<file path="src/rtl/bcd_store_pkg.sv">
package bcd_store_pkg;

  // number of decimal digits needed for the largest w-bit unsigned value
  function automatic int dec_digits(input int w);
    longint top;
    int n;
    top = (longint'(1) << w) - 1;
    n = 1;
    while (top >= 10) begin
      top = top / 10;
      n = n + 1;
    end
    return n;
  endfunction

  // shift-and-add-3 correction applied before each shift
  function automatic logic [3:0] dd_adjust(input logic [3:0] d);
    return (d >= 4'd5) ? d + 4'd3 : d;
  endfunction

endpackage

</file>
<file path="src/rtl/bcd_shift_conv.sv">
module bcd_shift_conv
  import bcd_store_pkg::*;
#(
  parameter int W  = 8,
  parameter int ND = 3
) (
  input  logic            clk,
  input  logic            rst,
  input  logic            load,
  input  logic [W-1:0]    bin,
  output logic [4*ND-1:0] digits,
  output logic            fin
);
  localparam int CW = $clog2(W + 1);

  logic [W-1:0]    sh_q;
  logic [4*ND-1:0] bcd_q;
  logic [4*ND-1:0] adj;
  logic [CW-1:0]   cnt_q;

  for (genvar g = 0; g < ND; g++) begin : g_adj
    assign adj[4*g +: 4] = dd_adjust(bcd_q[4*g +: 4]);
  end

  always_ff @(posedge clk) begin
    if (rst) begin
      sh_q  <= '0;
      bcd_q <= '0;
      cnt_q <= '0;
      fin   <= 1'b0;
    end else if (load) begin
      sh_q  <= bin;
      bcd_q <= '0;
      cnt_q <= CW'(W);
      fin   <= 1'b0;
    end else if (cnt_q != '0) begin
      {bcd_q, sh_q} <= {adj, sh_q} << 1;
      cnt_q         <= cnt_q - 1'b1;
      fin           <= (cnt_q == CW'(1));
    end else begin
      fin <= 1'b0;
    end
  end

  assign digits = bcd_q;

endmodule

</file>
<file path="src/rtl/bcd_write_seq.sv">
module bcd_write_seq #(
  parameter int ND     = 3,
  parameter int ADDR_W = 12,
  parameter int DATA_W = 8
) (
  input  logic              clk,
  input  logic              rst,
  input  logic              go,
  input  logic [ADDR_W-1:0] base,
  input  logic [4*ND-1:0]   digits,
  output logic              wr_en,
  output logic [ADDR_W-1:0] wr_addr,
  output logic [DATA_W-1:0] wr_data,
  output logic              last,
  output logic              fin
);
  localparam int SW = $clog2(ND + 1);

  logic          active_q;
  logic [SW-1:0] slot_q;

  assign last = active_q && (slot_q == SW'(ND));

  // digit slot s counts from the most significant digit
  function automatic logic [DATA_W-1:0] pick(input logic [4*ND-1:0] d,
                                             input int s);
    return {{(DATA_W-4){1'b0}}, d[4*(ND-1-s) +: 4]};
  endfunction

  always_ff @(posedge clk) begin
    if (rst) begin
      active_q <= 1'b0;
      slot_q   <= '0;
      wr_en    <= 1'b0;
      wr_addr  <= '0;
      wr_data  <= '0;
      fin      <= 1'b0;
    end else begin
      fin <= 1'b0;
      if (go) begin
        active_q <= 1'b1;
        slot_q   <= SW'(1);
        wr_en    <= 1'b1;
        wr_addr  <= base;
        wr_data  <= pick(digits, 0);
      end else if (last) begin
        active_q <= 1'b0;
        wr_en    <= 1'b0;
        fin      <= 1'b1;
      end else if (active_q) begin
        wr_en    <= 1'b1;
        wr_addr  <= wr_addr + 1'b1;
        wr_data  <= pick(digits, int'(slot_q));
        slot_q   <= slot_q + 1'b1;
      end else begin
        wr_en <= 1'b0;
      end
    end
  end

endmodule

</file>
<file path="src/rtl/bcd_mem_writer.sv">
module bcd_mem_writer
  import bcd_store_pkg::*;
#(
  parameter int W      = 8,
  parameter int ADDR_W = 12,
  parameter int DATA_W = 8
) (
  input  logic              clk,
  input  logic              rst,
  input  logic              start,
  input  logic [W-1:0]      value,
  input  logic [ADDR_W-1:0] base_addr,
  output logic              busy,
  output logic              done,
  output logic              wr_en,
  output logic [ADDR_W-1:0] wr_addr,
  output logic [DATA_W-1:0] wr_data
);
  localparam int ND = dec_digits(W);

  logic              accept;
  logic              conv_fin;
  logic              seq_last;
  logic [4*ND-1:0]   digits;
  logic [ADDR_W-1:0] base_q;

  assign accept = start && !busy;

  always_ff @(posedge clk) begin
    if (rst) begin
      busy   <= 1'b0;
      base_q <= '0;
    end else if (accept) begin
      busy   <= 1'b1;
      base_q <= base_addr;
    end else if (seq_last) begin
      busy <= 1'b0;
    end
  end

  bcd_shift_conv #(.W(W), .ND(ND)) u_conv (
    .clk    (clk),
    .rst    (rst),
    .load   (accept),
    .bin    (value),
    .digits (digits),
    .fin    (conv_fin)
  );

  bcd_write_seq #(.ND(ND), .ADDR_W(ADDR_W), .DATA_W(DATA_W)) u_seq (
    .clk     (clk),
    .rst     (rst),
    .go      (conv_fin),
    .base    (base_q),
    .digits  (digits),
    .wr_en   (wr_en),
    .wr_addr (wr_addr),
    .wr_data (wr_data),
    .last    (seq_last),
    .fin     (done)
  );

endmodule

</file>
<file path="config.mk">
export PLATFORM = sky130hd
export DESIGN_NAME = bcd_mem_writer
export DESIGN_NICKNAME = d
export VERILOG_FILES = /design/src/rtl/bcd_store_pkg.sv /design/src/rtl/bcd_shift_conv.sv /design/src/rtl/bcd_write_seq.sv /design/src/rtl/bcd_mem_writer.sv
export SDC_FILE = /design/constraint.sdc
export NUM_CORES = 1
export LEC_CHECK = 0
export ABC_AREA = 0
export BUFFER_PORTS_ARGS = -buffer_cell sky130_fd_sc_hd__clkbuf_2
export CAP_MARGIN = 20
export CELL_PAD_IN_SITES_DETAIL_PLACEMENT = 0
export CELL_PAD_IN_SITES_GLOBAL_PLACEMENT = 1
export CORE_UTILIZATION = 45
export CTS_CLUSTER_SIZE = 28
export DETAILED_ROUTE_END_ITERATION = 6
export HOLD_SLACK_MARGIN = 0.08
export PLACE_DENSITY = 0.87
export SETUP_SLACK_MARGIN = 0.1
export SYNTH_ARGS = -nofsm -noshare
export SYNTH_HDL_FRONTEND = slang
export SYNTH_SLANG_ARGS = --single-unit
export TNS_END_PERCENT = 50
</file>
<file path="constraint.sdc">
create_clock -name clk -period 4.6 [get_ports clk]
set_clock_uncertainty 0.05 [all_clocks]
set_input_delay 0.23 -clock clk [delete_from_list [all_inputs] [get_ports clk]]
set_output_delay 0.23 -clock clk [all_outputs]
set_load 0.02 [all_outputs]
</file>
==> out/summary.txt, run 1 <==
WL per Instance: 13.6 µm
most frequent CP cell: nand2b_1
# setup viols final: 0
hold path start: value[1]
cells resized by post-CTS repair: 0
CP required: 4.84 ns
P_sw: 0.448 mW
total number of vias: 2457
outcome: completed
vias per cell: 5.26
Die Width: 81.7 µm
Final Hold Fails: 0
Max H-tree Level: 3
Die Height: 81.7 µm
# port buffers: 41
first-pass GRT wire length: 10700 µm
Post-Syn Area per Cell: 8.34 µm²
min Tclk post-route: 2.13 ns
CP bufs+invs: 0
Tot Pwr: 1.42 mW
CP max stage cell: nand2b_1
GR Util All Layers: 21.2%
Worst slew margin: 33.6%
largest fanout on the critical path: 29
synthesized area: 2860 µm²
EDFF count, synth: 0
HP Class: in -> reg
RSZ-0062 raised after global routing: false
commonest non-fill, non-tap cells in the layout: dfxtp_1, nand2_1, clkbuf_2
CTS tree: yes
clock-pin transition on the worst setup and hold timing paths: 0.08 ns
DRT iter0 DRCs: 124
CP Launch Type: flop
fill count: 559
Sink Count: 59
ys async rst share: 0%
Clock Latency Late Sink: 0.35 ns
largest net degree at the start of global routing: 55
Setup TNS: 0 ns
Main synth FF type: dfxtp_1
Slew Limit Fails: 0
Worst setup EP type: flop
Period Utilization, post-route: 46.2%
P per Cell Area: 415 nW/µm²
VDD IR max: 259 µV
Post-CTS Hold Buffers: 13
Final ANT Viol Nets: 0
placed insts: 438
reg-to-reg startpoint: busy
Num CTS Buffers: 9
Initial Util: 47.4%
maximum root-to-sink buffer count: 2
gr ovfl total: 0
CP top delay family: simple AND/OR/NAND/NOR gates
total I/O pin count: 46
Ys Warns: 0
dpl hpwl: 4270 µm
Routed Wire Length: 6360 µm
Distinct cells, synth: 41
Max Clk Rate: 470 MHz
postcts setup bufs: 0
Seq pwr share: 41.6%
fraction of the yosys area taken by sequential cells: 41.3%
Layout Cells excl Fill: 467
most common cell after layout, fill and taps aside: dfxtp_1
worst slew pin tran: 0.996 ns
WP data arrival: 2.37 ns
1st-pass router iterations: 4
biggest cell delay along the critical path: 0.79 ns
Root Driver: clkbuf_8
nets: 421
Cells after Synth: 343
Power Internal: 0.969 mW
Yosys reg bits: 59
FP Rows: 28
GP Congestion: 0.765
max cap viols: 0
Die ar.: 6680 µm²
n_diodes: 0
initial antenna violation count: 0
WS Path Type: reg -> reg
area occupied by registers: 1180 µm²
layout cells sized above 1: 17.3%
number of global-route vias before repair: 2203
Core Region: 6030 µm²
Sw Share: 31.6%
CP Cell Sequence: nand2b_1 > nand2b_1 > nor2_1 > a22o_1
Leak: 1.39 nW
Critical Path Source: busy
area of the multi-input gates: 1520 µm²
Logic pwr share: 20.5%
drc violations: 0
Area Overhead vs Synth: 19.5%
Clk pwr share: 37.9%
final timing paths:
check | cells after the start | slack, ns | end
max | 4 | 2.47 | u_conv.digits[10]
max reg2reg | 4 | 2.47 | u_conv.digits[10]
min reg2reg | 2 | 0.41 | u_conv.digits[0]
min | 3 | 0.10 | u_conv.sh_q[1]
Yosys cell counts (4+ instances only):
master	n	area share, %
o21ai_0	9	1.6
xor2_1	4	1.2
nand3_1	8	1.4
buf_4	6	1.6
nand2_1	51	6.7
nand2b_1	6	1.3
nor3_1	9	1.6
a211oi_1	8	2.1
buf_2	9	1.6
dfxtp_1	59	41
nor2_1	33	4.3
nor3b_1	4	1.1
ha_1	11	4.8
a311oi_1	8	2.5
a21oi_1	40	7.0
clkbuf_1	8	1.1
mux2i_1	12	4.2
xnor2_1	7	2.1
inv_1	10	1.3
nor4_1	6	1.3
state kept, by name, summed over array words and instances (netlist names):
register and flops:
u_seq.slot_q 2, u_conv.fin 1, base_q 12, u_seq.wr_data 4
u_seq.fin 1, u_seq.wr_en 1, u_conv.digits 12, u_seq.wr_addr 12
busy 1, u_conv.cnt_q 4, u_conv.sh_q 8, u_seq.active_q 1
worst min-delay path: stages:
cell and delay [ns]:
clkbuf_2 0.08, nor2_1 0.09, a311oi_1 0.05
routing by layer:
metal | share of wire [%] | track usage (%)
met1 | 49 | 30.6
met2 | 44 | 29.9
met3 | 5.2 | 5.67
met4 | 1.6 | 7.72
met5 | 0 | 0
final cells by class:
| class | count | area share [%] |
|---|---|---|
| Sequential cell | 59 | 34.6 |
| Inverter | 10 | 1.10 |
| Multi-Input combinational cell | 250 | 44.5 |
| Timing Repair Buffer | 57 | 10.5 |
| Clock buffer | 9 | 3.63 |
| Tap cell | 75 | 2.75 |
| Clock inverter | 7 | 2.97 |
power by group through the flow:
stage          sequential (mW)  combinational [mW]  clock [mW]
6_report                 0.590               0.290       0.537
5_1_grt                  0.596               0.330       0.571
4_1_cts                  0.590               0.293       0.547
3_5_place_dp             0.601               0.281           0
3_3_place_gp             0.600               0.275           0
2_1_floorplan            0.598               0.217           0
per-stage QoR:
| step | hold slack [ns] | setup WS (ns) | area (µm²) | util [%] |
|---|---|---|---|---|
| CTS | 0.0835 | 2.46 | 3420 | 56.7 |
| floorplan | 0.316 | 3.06 | 2870 | - |
| global route | 0.107 | 2.23 | 3420 | 56.7 |
| detailed placement | 0.400 | 2.46 | 3060 | 50.8 |
| finish | 0.104 | 2.47 | 3420 | 56.7 |
| global placement | 0.397 | 2.53 | 3060 | 50.8 |
logic make-up (layout without fill, tap and decap cells):
group,count (synthesis),after routing,share of synthesized area [%]
compound gates,76,76,16.8
xor+xnor,11,11,3.37
fa+ha+maj,11,11,4.81
buf+inv,37,83,6.08
flops,59,59,41.3
mux,13,13,4.60
other cells,1,4,0.131
simple gates,135,135,22.9
Power figures use the tool's default switching activity.
==> run 2: changes to the inputs <==
ABC_AREA = 1   (was 0)
CORE_UTILIZATION = 37   (was 45)
PLACE_DENSITY = 0.78   (was 0.87)
clock period = 1.9 ns   (was 4.6 ns; I/O delays follow)
==> run 2 against run 1 <==
Final area is 5.3% higher. Critical path depth is 3 higher. Sequential cell count stayed put. Largest cell class unchanged. Clock power is 88% higher. Largest power group unchanged. Critical endpoint is now u_seq.wr_addr[5].
==> out/summary.txt, run 2 <==
gr ovfl total: 0 (unchanged)
Die Width: 92.0 µm (was 81.7 µm)
total number of vias: 2715 (was 2457)
Die Height: 92.0 µm (was 81.7 µm)
postcts setup bufs: 0 (unchanged)
Final ANT Viol Nets: 0 (unchanged)
drc violations: 0 (unchanged)
fill count: 814 (was 559)
count leader, synth: nand2_1 (was dfxtp_1)
Cells after Synth: 398 (was 343)
Post-Synth Adder-Cell Area: 4.59% (was 4.81%)
Seq pwr share: 43.1% (was 41.6%)
Post-Syn Area per Cell: 7.53 µm² (was 8.34 µm²)
Worst setup EP type: flop (unchanged)
Distinct cells, synth: 35 (was 41)
largest fanout on the critical path: 12 (was 29)
CP max stage cell: dfxtp_1 (was nand2b_1)
ys async rst share: 0% (unchanged)
WP data arrival: 1.84 ns (was 2.37 ns)
Register-to-Register Path Depth: 7 (was 4)
Reg2Reg Capture Point: u_seq.wr_addr[5] (was u_conv.digits[10])
P_sw: 1.24 mW (was 0.448 mW)
# setup viols final: 0 (unchanged)
hold depth: 2 (was 3)
biggest cell delay along the critical path: 0.44 ns (was 0.79 ns)
max cap viols: 0 (unchanged)
Sw Share: 35.5% (was 31.6%)
total I/O pin count: 46 (unchanged)
Critical Path Source: u_seq.slot_q[0] (was busy)
nets: 492 (was 421)
VDD IR max: 566 µV (was 259 µV)
fraction of the yosys area taken by sequential cells: 39.4% (was 41.3%)
Final WS setup: 0.279 ns (was 2.47 ns)
hold path start: rst (was value[1])
Power Internal: 2.25 mW (was 0.969 mW)
P per Cell Area: 970 nW/µm² (was 415 nW/µm²)
Worst Hold Endpoint: u_conv.sh_q[0] (was u_conv.sh_q[1])
Slew Limit Fails: 0 (unchanged)
maximum root-to-sink buffer count: 2 (unchanged)
Final Hold Fails: 0 (unchanged)
area of the multi-input gates: 1520 µm² (about the same)
Period Utilization, post-route: 85.3% (was 46.2%)
most common cell after layout, fill and taps aside: nand2_1 (was dfxtp_1)
RSZ-0062 raised after global routing: false (unchanged)
Max Clk Rate: 617 MHz (was 470 MHz)
commonest non-fill, non-tap cells in the layout: nand2_1, dfxtp_1, clkbuf_2 (was dfxtp_1, nand2_1, clkbuf_2)
first-pass GRT wire length: 11500 µm (was 10700 µm)
n_diodes: 0 (unchanged)
post-synthesis simple-gate area fraction: 26.6% (was 22.9%)
Initial Util: 38.6% (was 47.4%)
CP required: 2.12 ns (was 4.84 ns)
Tot Pwr: 3.49 mW (was 1.42 mW)
pre-CTS setup slack: 0.264 ns (was 2.46 ns)
Main synth FF type: dfxtp_1 (unchanged)
Compound-Gate Fraction of Synth Area: 17.2% (was 16.8%)
WL per Instance: 12.2 µm (was 13.6 µm)
FP Rows: 32 (was 28)
Setup TNS: 0 ns (unchanged)
CP Launch Type: flop (unchanged)
initial antenna violation count: 0 (unchanged)
CP Cell Sequence: ha_1 > nor2_4 > nor2_4 > inv_2 > o21ai_0 > inv_1 > a21oi_1 (was nand2b_1 > nand2b_1 > nor2_1 > a22o_1)
largest net degree at the start of global routing: 22 (was 55)
dpl hpwl: 5060 µm (was 4270 µm)
1st-pass router iterations: 4 (unchanged)
Yosys reg bits: 59 (unchanged)
Ys Warns: 0 (unchanged)
Die ar.: 8460 µm² (was 6680 µm²)
Core Region: 7770 µm² (was 6030 µm²)
Routed Wire Length: 6880 µm (was 6360 µm)
top cells by count, synth: nand2_1, dfxtp_1, o21ai_0 (was dfxtp_1, nand2_1, a21oi_1)
Root Driver: clkbuf_8 (unchanged)
top cells by area, synth: dfxtp_1, nand2_1, o21ai_0, nand3_1, inv_1 (was dfxtp_1, a21oi_1, nand2_1, ha_1, nor2_1)
clock-pin transition on the worst setup and hold timing paths: 0.06 ns (was 0.08 ns)
Synth Area in XOR/XNOR: 1.75% (was 3.37%)
CTS tree: yes (unchanged)
largest area contributor in the synthesized netlist: dfxtp_1 (unchanged)
Sink Count: 59 (unchanged)
largest family of logic cells by synthesized area: simple AND/OR/NAND/NOR gates (unchanged)
DRT iter0 DRCs: 86 (was 124)
most frequent CP cell: nor2_4 (was nand2b_1)
synthesized area: 3000 µm² (was 2860 µm²)
number of global-route vias before repair: 2484 (was 2203)
Synth top area share: 39.4% (was 41.3%)
GP Congestion: 0.807 (was 0.765)
vias per cell: 4.81 (was 5.26)
EDFF count, synth: 0 (unchanged)
reg2reg setup slack: 0.28 ns (was 2.47 ns)
Area Overhead vs Synth: 20.1% (was 19.5%)
GR Util All Layers: 17.4% (was 21.2%)
mux cell area share after synthesis: 0% (was 4.60%)
Clock Latency Late Sink: 0.33 ns (was 0.35 ns)
min Tclk post-route: 1.62 ns (was 2.13 ns)
# port buffers: 41 (unchanged)
Leak: 1.49 nW (was 1.39 nW)
layout cells sized above 1: 18.6% (was 17.3%)
Logic pwr share: 28.0% (was 20.5%)
Num CTS Buffers: 9 (unchanged)
area occupied by registers: 1180 µm² (unchanged)
WS Path Type: reg -> reg (unchanged)
HP Class: in -> reg (unchanged)
Max H-tree Level: 3 (unchanged)
cells resized by post-CTS repair: 0 (unchanged)
outcome: completed (unchanged)
reg-to-reg startpoint: u_seq.slot_q[0] (was busy)
Clk pwr share: 28.9% (was 37.9%)
==> run 2: worst max-delay path, delay by kind of cell (launching register included) <==
family | cells | cell delay [ns]
buffers and inverters | 2 | 0.15
AO/OA/AOI/OAI | 2 | 0.30
adder cells (fa/ha/maj) | 1 | 0.27
AND/OR/NAND/NOR | 2 | 0.34
flip-flops | 1 | 0.44
==> run 2: metal layers <==
layer	track usage, %	vias to the layer above	part of all wire, %
li1	-	1421	-
met1	22.2	1240	50
met2	27.9	47	45
met3	5.39	7	3.4
met4	5.47	0	1.1
met5	0	-	0
==> run 2: power by group through the flow <==
| stage | clock, mW | sequential, mW | combinational [mW] |
|---|---|---|---|
| after global placement | 0 | 1.53 | 0.942 |
| after floorplan | 0 | 1.53 | 0.774 |
| after global routing | 1.08 | 1.52 | 1.11 |
| final | 1.01 | 1.50 | 0.979 |
| after CTS | 1.04 | 1.51 | 0.985 |
| after detailed placement | 0 | 1.53 | 0.949 |
==> run 2: metrics by stage <==
step / std cells / util, % / instance area (µm²) / hold WS (ns)
after detailed placement: 529 / 41.5 / 3230 / 0.278
after global placement: 529 / 41.5 / 3230 / 0.269
after global routing: 565 / 46.3 / 3600 / 0.141
final: 565 / 46.3 / 3600 / 0.125
after floorplan: 401 / - / 3010 / 0.180
after CTS: 565 / 46.3 / 3600 / 0.129
==> run 2: how the worst max path moves through the flow <==
stage,slack (ns),cells after the start,to
floorplan,0.49,6,u_seq.wr_data[3]
global placement,0.37,7,u_seq.wr_addr[5]
detailed placement,0.26,7,u_seq.wr_addr[5]
CTS,0.25,7,u_seq.wr_addr[5]
global route,0.12,7,u_seq.wr_addr[5]
finish,0.28,7,u_seq.wr_addr[5]
==> run 2: area by class of cell <==
class                   instances  share of cell area [%]
clock inverters                 2                   0.278
flip-flops and latches         59                    32.8
inverters                      47                    4.97
well taps                     102                    3.55
multi-input cells             278                    42.2
clock buffers                  14                    4.52
repair buffers                 63                    11.7
==> run 2: what timing repair did <==
item	CTS	global route
endpoints found under the setup margin	0	0
hold endpoints to repair	20	0
hold buffers	20	0
==> run 2: kinds of logic after synthesis <==
kind of cell               after synthesis
AOI/OAI and AO/OA                       93
adders and majority gates               11
xor gates and xnor gates                 6
other                                    1
buffers and inverters                   64
and+or+nand+nor                        164
DFF                                     59
==> run 3: changes to the inputs <==
==> constraint.sdc (replaced) <==
create_clock -name clk -period 1.9 [get_ports clk]
set_clock_uncertainty 0.05 [all_clocks]
set_input_delay 0.38 -clock clk [delete_from_list [all_inputs] [get_ports clk]]
set_output_delay 0.38 -clock clk [all_outputs]
set_load 0.02 [all_outputs]
==> run 3 against run 2 <==
Via count down 3.2%. Cell count decreased by 3.2%. Non-clock buffer count shrank 17. Utilization down 1.8 points. Sequential cell count unchanged. Combinational power grew 2%. Maximum frequency grew 6.0%. Wire length down 2.4%. Sequential power is essentially flat. First-iteration DRC count rose by 65%. Global-route usage is 0.085 points lower. Critical path type unchanged.
==> out/summary.txt, run 3 (synthesis results as in run 2) <==
# setup viols final: 0 (unchanged)
P_sw: 1.26 mW (was 1.24 mW)
WP data arrival: 1.75 ns (was 1.84 ns)
first-pass GRT wire length: 11400 µm (was 11500 µm)
Max H-tree Level: 3 (unchanged)
n_diodes: 0 (unchanged)
largest fanout on the critical path: 7 (was 12)
Die Width: 92.0 µm (unchanged)
most frequent CP cell: nor2_4 (unchanged)
Post-CTS Hold Buffers: 0 (was 20)
VDD IR max: 567 µV (was 566 µV)
drc violations: 0 (unchanged)
Routed Wire Length: 6710 µm (was 6880 µm)
HP Class: in -> reg (unchanged)
initial antenna violation count: 0 (unchanged)
Sink Count: 59 (unchanged)
max cap viols: 0 (unchanged)
Power Internal: 2.36 mW (was 2.25 mW)
layout cells sized above 1: 20.4% (was 18.6%)
GR Util All Layers: 17.3% (was 17.4%)
Final WS setup: 0.371 ns (was 0.279 ns)
commonest non-fill, non-tap cells in the layout: nand2_1, dfxtp_1, clkbuf_2 (unchanged)
gr ovfl total: 0 (unchanged)
FP Rows: 32 (unchanged)
placed cell area: 3230 µm² (unchanged)
dpl hpwl: 4900 µm (was 5060 µm)
pre-CTS setup slack: 0.312 ns (was 0.264 ns)
Initial Util: 38.6% (unchanged)
Area Overhead vs Synth: 15.4% (was 20.1%)
Final ANT Viol Nets: 0 (unchanged)
Die ar.: 8460 µm² (unchanged)
nets: 475 (was 492)
Reg2Reg Capture Point: u_seq.wr_data[2] (was u_seq.wr_addr[5])
hold depth: 3 (was 2)
GP Congestion: 0.815 (was 0.807)
Hold WS: 0.219 ns (was 0.125 ns)
Layout Cells excl Fill: 547 (was 565)
Clock Latency Late Sink: 0.33 ns (about the same)
Num CTS Buffers: 9 (unchanged)
Final Hold Fails: 0 (unchanged)
CP required: 2.12 ns (about the same)
Final Cell Area: 3460 µm² (was 3600 µm²)
# port buffers: 41 (unchanged)
Logic pwr share: 27.5% (was 28.0%)
Root Driver: clkbuf_8 (unchanged)
Seq pwr share: 41.5% (was 43.1%)
CP Cell Sequence: ha_1 > nor2_4 > nor2_4 > buf_12 > nand2_1 > o21ai_1 > inv_1 > a21oi_2 (was ha_1 > nor2_4 > nor2_4 > inv_2 > o21ai_0 > inv_1 > a21oi_1)
Register-to-Register Path Depth: 8 (was 7)
Core Region: 7770 µm² (unchanged)
CP max stage cell: dfxtp_1 (unchanged)
placed insts: 529 (unchanged)
1st-pass router iterations: 4 (unchanged)
largest net degree at the start of global routing: 22 (unchanged)
WL per Instance: 12.3 µm (was 12.2 µm)
most common cell after layout, fill and taps aside: nand2_1 (unchanged)
Period Utilization, post-route: 80.5% (was 85.3%)
total number of vias: 2628 (was 2715)
critical path depth: 8 (was 7)
reg2reg setup slack: 0.37 ns (was 0.28 ns)
Setup TNS: 0 ns (unchanged)
RSZ-0062 raised after global routing: false (unchanged)
Worst setup endpoint: u_seq.wr_data[2] (was u_seq.wr_addr[5])
CP top delay family: flip-flops (unchanged)
P per Cell Area: 1050 nW/µm² (was 970 nW/µm²)
WS Path Type: reg -> reg (unchanged)
Slew Limit Fails: 0 (unchanged)
CP Launch Type: flop (unchanged)
clock-pin transition on the worst setup and hold timing paths: 0.07 ns (was 0.06 ns)
Critical Path Source: u_seq.slot_q[0] (unchanged)
cells resized by post-CTS repair: 0 (unchanged)
Leak: 1.44 nW (was 1.49 nW)
reg-to-reg startpoint: u_seq.slot_q[0] (unchanged)
Clk pwr share: 31.0% (was 28.9%)
fill count: 815 (was 814)
outcome: completed (unchanged)
maximum root-to-sink buffer count: 2 (unchanged)
Worst setup EP type: flop (unchanged)
Max Clk Rate: 654 MHz (was 617 MHz)
number of global-route vias before repair: 2436 (was 2484)
vias per cell: 4.80 (was 4.81)
CP bufs+invs: 2 (unchanged)
DRT iter0 DRCs: 142 (was 86)
total I/O pin count: 46 (unchanged)
Sw Share: 34.8% (was 35.5%)
biggest cell delay along the critical path: 0.43 ns (was 0.44 ns)
min Tclk post-route: 1.53 ns (was 1.62 ns)
Die Height: 92.0 µm (unchanged)
CTS tree: yes (unchanged)
## run 3: worst min path at each step
stage / from / end
floorplan: base_q[10] / base_q[10]
CTS: base_addr[5] / base_q[5]
finish: base_addr[5] / base_q[5]
detailed placement: base_q[10] / base_q[10]
global route: base_addr[3] / base_q[3]
global placement: base_q[10] / base_q[10]
## run 3: power groups by stage
stage | combinational, mW | clock, mW | sequential [mW]
6_report | 0.995 | 1.12 | 1.50
5_1_grt | 1.11 | 1.22 | 1.53
4_1_cts | 0.957 | 1.16 | 1.50
3_5_place_dp | 0.952 | 0 | 1.53
2_1_floorplan | 0.774 | 0 | 1.53
3_3_place_gp | 0.947 | 0 | 1.53
## run 3: cell type report
cell class,count,area [µm²],area share [%]
multi-input combinational,278,1520,43.9
sequential,59,1180,34.2
tap,102,128,3.69
clock buffer,14,193,5.57
inverter,47,179,5.17
clock inverter,1,5.00,0.145
timing repair buffer,46,255,7.38
## run 3: tightest hold or removal path, stage by stage
cell and delay (ns):
clkbuf_2 0.07, nor2_1 0.03, nor2_1 0.08
## run 3: per-layer routing
metal	wire length (µm)	share of wire [%]	global-route usage, %
met4	69	1.0	5.86
met5	0	0	0
met1	3420	51	23.4
met2	2950	44	26.7
met3	275	4.1	4.39
## run 3: timing repair
action / 4_1_cts / 5_1_grt
endpoints found under the hold margin: 0 / 0
setup endpoints to repair: 0 / 1
setup buffers: 0 / 3
## run 3: per-stage QoR
stage	power [mW]	utilization (%)
floorplan	2.30	-
global placement	2.48	41.5
detailed placement	2.48	41.5
CTS	3.62	44.1
global route	3.86	44.5
finish	3.62	44.5
